**config.mk**
```make
export PLATFORM = sky130hd
export DESIGN_NAME = hub_ptr_agen
export DESIGN_NICKNAME = d
export VERILOG_FILES = /design/src/rtl/hub_agen_pkg.sv /design/src/rtl/hub_agen_decode.sv /design/src/rtl/hub_agen_scale.sv /design/src/rtl/hub_agen_ptrs.sv /design/src/rtl/hub_ptr_agen.sv
export SDC_FILE = /design/constraint.sdc
export NUM_CORES = 1
export LEC_CHECK = 0
export ABC_AREA = 1
export BUFFER_PORTS_ARGS = -buffer_cell sky130_fd_sc_hd__clkbuf_2
export CAP_MARGIN = 0
export CORE_ASPECT_RATIO = 0.6
export CORE_UTILIZATION = 35
export DETAILED_ROUTE_END_ITERATION = 10
export HOLD_SLACK_MARGIN = 0.1
export PLACE_DENSITY_LB_ADDON = 0.25
export SLEW_MARGIN = 5
export SYNTH_ARGS = -nofsm -noshare
export SYNTH_HDL_FRONTEND = slang
export SYNTH_HIERARCHICAL = 1
export SYNTH_SLANG_ARGS = --single-unit
```
**constraint.sdc**
```tcl
create_clock -name clk -period 6.2 [get_ports clk]
set_input_delay 1.86 -clock clk [delete_from_list [all_inputs] [get_ports clk]]
set_output_delay 1.86 -clock clk [all_outputs]
set_load 0.01 [all_outputs]
```
**src/rtl/hub_agen_pkg.sv**
```systemverilog
package hub_agen_pkg;
  localparam int OFS_W = 5;
  localparam int IMM_W = 8;

  typedef enum logic [1:0] {
    SZ_BYTE = 2'b00,
    SZ_WORD = 2'b01,
    SZ_LONG = 2'b10,
    SZ_QUAD = 2'b11
  } acc_size_e;

  typedef struct packed {
    logic             is_ptr;
    logic             use_b;
    logic             wr_back;
    logic             post;
    logic [OFS_W-1:0] ofs;
    logic [IMM_W-1:0] imm;
  } src_dec_t;

  function automatic logic [2:0] size_shift(acc_size_e sz);
    case (sz)
      SZ_BYTE: return 3'd0;
      SZ_WORD: return 3'd1;
      SZ_LONG: return 3'd2;
      default: return 3'd4;
    endcase
  endfunction
endpackage

```
**src/rtl/hub_agen_decode.sv**
```systemverilog
module hub_agen_decode
  import hub_agen_pkg::*;
(
  input  logic [8:0] src,
  output src_dec_t   dec
);
  always_comb begin
    dec.is_ptr  = src[8];
    dec.use_b   = src[7];
    dec.wr_back = src[6];
    dec.post    = src[5];
    dec.ofs     = src[OFS_W-1:0];
    dec.imm     = src[IMM_W-1:0];
  end
endmodule

```
**src/rtl/hub_agen_scale.sv**
```systemverilog
module hub_agen_scale
  import hub_agen_pkg::*;
#(
  parameter int ADDR_W = 17
) (
  input  logic [OFS_W-1:0]  ofs,
  input  acc_size_e         size,
  output logic [ADDR_W-1:0] delta
);
  localparam int EXT_W = ADDR_W - OFS_W;

  logic [ADDR_W-1:0] ofs_sx;
  logic [2:0]        shamt;

  always_comb begin
    ofs_sx = {{EXT_W{ofs[OFS_W-1]}}, ofs};
    shamt  = size_shift(size);
    delta  = ofs_sx << shamt;
  end
endmodule

```
**src/rtl/hub_agen_ptrs.sv**
```systemverilog
module hub_agen_ptrs #(
  parameter int ADDR_W = 17,
  parameter int NPTR   = 2,
  localparam int SEL_W = (NPTR > 1) ? $clog2(NPTR) : 1
) (
  input  logic                        clk,
  input  logic                        rst_n,
  input  logic                        upd_en,
  input  logic [SEL_W-1:0]            upd_sel,
  input  logic [ADDR_W-1:0]           upd_val,
  input  logic                        ld_en,
  input  logic [SEL_W-1:0]            ld_sel,
  input  logic [ADDR_W-1:0]           ld_val,
  output logic [NPTR-1:0][ADDR_W-1:0] ptr
);
  for (genvar i = 0; i < NPTR; i++) begin : g_ptr
    logic hit_ld, hit_upd;
    assign hit_ld  = ld_en  && (ld_sel  == SEL_W'(i));
    assign hit_upd = upd_en && (upd_sel == SEL_W'(i));

    always_ff @(posedge clk or negedge rst_n) begin
      if (!rst_n)       ptr[i] <= '0;
      else if (hit_ld)  ptr[i] <= ld_val;
      else if (hit_upd) ptr[i] <= upd_val;
    end
  end
endmodule

```
**src/rtl/hub_ptr_agen.sv**
```systemverilog
module hub_ptr_agen
  import hub_agen_pkg::*;
#(
  parameter int ADDR_W = 17
) (
  input  logic              clk,
  input  logic              rst_n,
  input  logic              req_valid,
  input  logic [8:0]        req_src,
  input  logic [1:0]        req_size,
  input  logic              ld_en,
  input  logic              ld_sel,
  input  logic [ADDR_W-1:0] ld_value,
  output logic [ADDR_W-1:0] eff_addr,
  output logic              is_ptr_mode,
  output logic [ADDR_W-1:0] ptr_a,
  output logic [ADDR_W-1:0] ptr_b
);
  localparam int NPTR = 2;

  src_dec_t                   dec;
  logic [ADDR_W-1:0]          delta;
  logic [ADDR_W-1:0]          base;
  logic [ADDR_W-1:0]          sum;
  logic [NPTR-1:0][ADDR_W-1:0] ptr;
  logic                       upd_en;

  hub_agen_decode u_dec (
    .src (req_src),
    .dec (dec)
  );

  hub_agen_scale #(.ADDR_W(ADDR_W)) u_scale (
    .ofs   (dec.ofs),
    .size  (acc_size_e'(req_size)),
    .delta (delta)
  );

  always_comb begin
    base   = ptr[dec.use_b];
    sum    = base + delta;
    upd_en = req_valid && dec.is_ptr && dec.wr_back;
    if (!dec.is_ptr)
      eff_addr = {{(ADDR_W-IMM_W){1'b0}}, dec.imm};
    else if (dec.wr_back && dec.post)
      eff_addr = base;
    else
      eff_addr = sum;
  end

  hub_agen_ptrs #(.ADDR_W(ADDR_W), .NPTR(NPTR)) u_ptrs (
    .clk     (clk),
    .rst_n   (rst_n),
    .upd_en  (upd_en),
    .upd_sel (dec.use_b),
    .upd_val (sum),
    .ld_en   (ld_en),
    .ld_sel  (ld_sel),
    .ld_val  (ld_value),
    .ptr     (ptr)
  );

  assign is_ptr_mode = req_valid && dec.is_ptr;
  assign ptr_a       = ptr[0];
  assign ptr_b       = ptr[1];
endmodule

```
==> flow_summary.json <==
{
  "status": "finished, final reports clean",
  "dp_hpwl_um": 9498,
  "end_kind": "output pin",
  "io_pins": 85,
  "synth_top_family_by_area": "simple AND/OR/NAND/NOR gates",
  "stdcell_count": 861,
  "ys_types": 29,
  "die_x_um": 137.4,
  "synthCells": 675,
  "die-area_um2": 11440,
  "grt_max_degree": 35,
  "slowest_delay_ns": 0.41,
  "fp.dieH_um": 83.27,
  "cts_tree": "yes",
  "yosysWarnings": 6,
  "path_class": "input pin to output pin",
  "finalHoldViolCount": 0,
  "whs_ns": 0.5261,
  "critical_path_buf_inv_count": 4,
  "ant_nets": 0,
  "crit_top_cell": "nand2_1",
  "gp_congestion": 0.8628,
  "hp-start": "u_ptrs/ptr[24]",
  "min_period_ns": 5.761,
  "slew_headroom": 0.4086,
  "syn_nets": 725,
  "ys_seq_area_frac": 0.2209,
  "fmax_mhz": 173.6,
  "p_leak_nw": 2.819,
  "synthSimpleGateAreaFrac": 0.4505,
  "cts.path.max_buffers": 2,
  "io_buffers": 84,
  "crit_chain": "clkbuf_2, inv_6, nand2_1, nand2_1, ha_1, fa_1, nand2_1, nand2_1, nand3_1, nand2_2, nand2_1, nand2_1, nand2_1, nand3_1, nand2_1, inv_1, clkbuf_2",
  "final-setup-viol-count": 0,
  "r2r_start": "u_ptrs/ptr[0]",
  "drt_iter0_drc": 371,
  "h-tree-depth": 2,
  "firstDrtPassIters": 5,
  "cp_data_arrival_time_ns": 3.90,
  "cts_inserted_buffers": 5,
  "insertion_delay_ns": 0.28,
  "holdCritPathClass": "flip-flop to flip-flop",
  "power_density_nw_per_um2": 337.2,
  "ys_seq_elements": 34,
  "critPathTopFamily": "simple AND/OR/NAND/NOR gates",
  "syn_area_um2": 3852,
  "largest_registers": "u_ptrs/ptr: 34 flops",
  "p_total_mw": 1.437,
  "cts-resized-gates": 0,
  "setup_ws_ns": 0.4388,
  "drive_gt1_frac": 0.1634,
  "irDropWorstVdd_v": 0.0001403,
  "wirelength_um": 12120,
  "pre_cts_ws_ns": 0.4462,
  "coreArea_um2": 10630,
  "ctsHoldBuffers": 0,
  "largest_reg_flops": 34,
  "grt_pass1_wl_um": 18950,
  "rsz0062_at_grt": "false",
  "period_share": 0.9292,
  "cp-start-kind": "input pin",
  "cp_max_fo": 17,
  "dp_cells": 854,
  "overflow": 0,
  "cts.sinks": 34,
  "critPathSlowestCell": "fa_1",
  "slew_viol_final": 0,
  "wl_per_cell_um": 14.07,
  "skew_ns": 0.004877,
  "insertedDiodeCount": 0,
  "nNetsFinal": 772,
  "grt_pass1_vias": 3770,
  "antenna_found_initial": 0,
  "synth-xor-area-share": 0.01364,
  "required_ns": 4.34,
  "rrSetupSlack_ns": 3.84,
  "synthAdderAreaFrac": 0.05716,
  "drv_cap": 0,
  "synth.area.mux_share": 0,
  "vias": 4205,
  "syn_area_per_cell_um2": 5.707,
  "drc_errors": 0,
  "nFillCells": 1195,
  "reg2reg_to": "u_ptrs/ptr[29]",
  "synth_compound_area_frac": 0.05034,
  "post-cts-setup-buffers": 0,
  "syn_to_final_growth_pct": 10.59,
  "rows": 29,
  "clk_pin_slew_ns": 0.05,
  "min_path_cells": 2,
  "setup_tns_ns": 0,
  "worstHoldEndpoint": "u_ptrs/ptr[24]",
  "tightest_slew_ns": 0.8871,
  "grtUsageTotal": 0.2149,
  "r2r_cells": 16,
  "cts_root_buf": "clkbuf_16",
  "initial_core_util": 0.3624,
  "regMostFlops": "u_ptrs/ptr",
  "via_per_inst": 4.884
}
-- layout make-up --
class,count,area (um2),share of cell area
multi-input combinational,473,2202,0.5169
sequential,34,850.8,0.1997
inverter,122,465.4,0.1093
tap,139,173.9,0.04082
clock buffer,7,132.6,0.03113
timing repair buffer,86,435.4,0.1022
-- cells in the final DEF, fill, tap and decap left out --
cell	netlist	layout
nand2_1	289	289
inv_1	115	115
clkbuf_2	0	84
nand3_1	80	80
dfrtp_1	34	34
nor2_1	18	18
a21oi_1	17	17
o21ai_0	17	17
ha_1	16	16
nand2_2	13	13
clkbuf_16	0	5
inv_2	5	5
nor3_1	4	4
nand2_4	4	4
xor2_1	3	3
xnor2_1	3	3
o21ai_1	2	2
clkbuf_1	4	2
buf_4	27	2
inv_6	1	1
or2_4	1	1
nor3_2	1	1
nand3_2	1	1
o21bai_1	1	1
fa_1	1	1
inv_4	1	1
o22ai_1	1	1
nand3b_1	1	1
-- worst min-delay path, cell delays in order (launching register included) --
cell and delay, ns:
dfrtp_1 0.37, nand2_1 0.06, nand2_1 0.06
-- where the power goes --
part / internal [mW] / total (mW) / switching (mW)
Clock: 0.147 / 0.237 / 0.0897
Combinational: 0.297 / 0.832 / 0.535
Sequential: 0.293 / 0.368 / 0.0755
-- per-stage QoR --
stage | instance area [um2] | util
CTS | 4260 | 0.4007
global placement | 4128 | 0.3883
finish | 4260 | 0.4007
detailed placement | 4128 | 0.3883
floorplan | 3852 | -
global route | 4260 | 0.4007
-- worst max path at each step --
| stage | start | to | slack [ns] | depth (start not counted) |
|---|---|---|---|---|
| 2_1_floorplan | req_src[7] | eff_addr[16] | 0.67 | 16 |
| 3_3_place_gp | req_src[7] | eff_addr[8] | 0.47 | 14 |
| 3_5_place_dp | req_src[7] | eff_addr[8] | 0.45 | 14 |
| 4_1_cts | req_src[7] | eff_addr[12] | 0.45 | 17 |
| 5_1_grt | req_size[1] | eff_addr[5] | 0.14 | 16 |
| 6_report | req_src[7] | eff_addr[12] | 0.44 | 17 |
-- cells by family (layout without fill, tap and decap cells) --
group                      Yosys count  after routing
and+or+nand+nor                    412            412
buffers and inverters              168            215
AOI/OAI and AO/OA                   38             38
DFF                                 34             34
adders and majority gates           17             17
xor gates and xnor gates             6              6
-- per-layer routing --
metal / global-route usage / share of wire / wire length [um] / vias up
met3: 0.04335 / 0.10 / 1217 / 8
met4: 0.02597 / 0.0059 / 72 / 0
li1: - / - / - / 2105
met2: 0.3011 / 0.40 / 4829 / 209
met5: 0 / 0 / 0 / -
met1: 0.3391 / 0.50 / 5999 / 1883
-- cells in the mapped netlist --
| master | n | area share |
|---|---|---|
| inv_2 | 5 | 0.0049 |
| inv_6 | 1 | 0.0023 |
| dfrtp_1 | 34 | 0.22 |
| clkbuf_1 | 4 | 0.0039 |
| buf_6 | 5 | 0.015 |
| fa_1 | 1 | 0.0052 |
| nor3_2 | 1 | 0.0026 |
| o21ai_1 | 2 | 0.0026 |
| or2_4 | 1 | 0.0023 |
| buf_8 | 1 | 0.0039 |
| ha_1 | 16 | 0.052 |
| xnor2_1 | 3 | 0.0068 |
| buf_4 | 27 | 0.053 |
| nand2_1 | 289 | 0.28 |
| nand3_2 | 1 | 0.0026 |
| nor3_1 | 4 | 0.0052 |
| a21oi_1 | 17 | 0.022 |
| o21bai_1 | 1 | 0.0019 |
| nand3_1 | 80 | 0.10 |
| buf_2 | 9 | 0.012 |
| o22ai_1 | 1 | 0.0016 |
| xor2_1 | 3 | 0.0068 |
| o21ai_0 | 17 | 0.022 |
| inv_1 | 115 | 0.11 |
| nand2_2 | 13 | 0.021 |
| inv_4 | 1 | 0.0016 |
| nand2_4 | 4 | 0.012 |
| nand3b_1 | 1 | 0.0019 |
| nor2_1 | 18 | 0.018 |
Power figures use the tool's default switching activity.
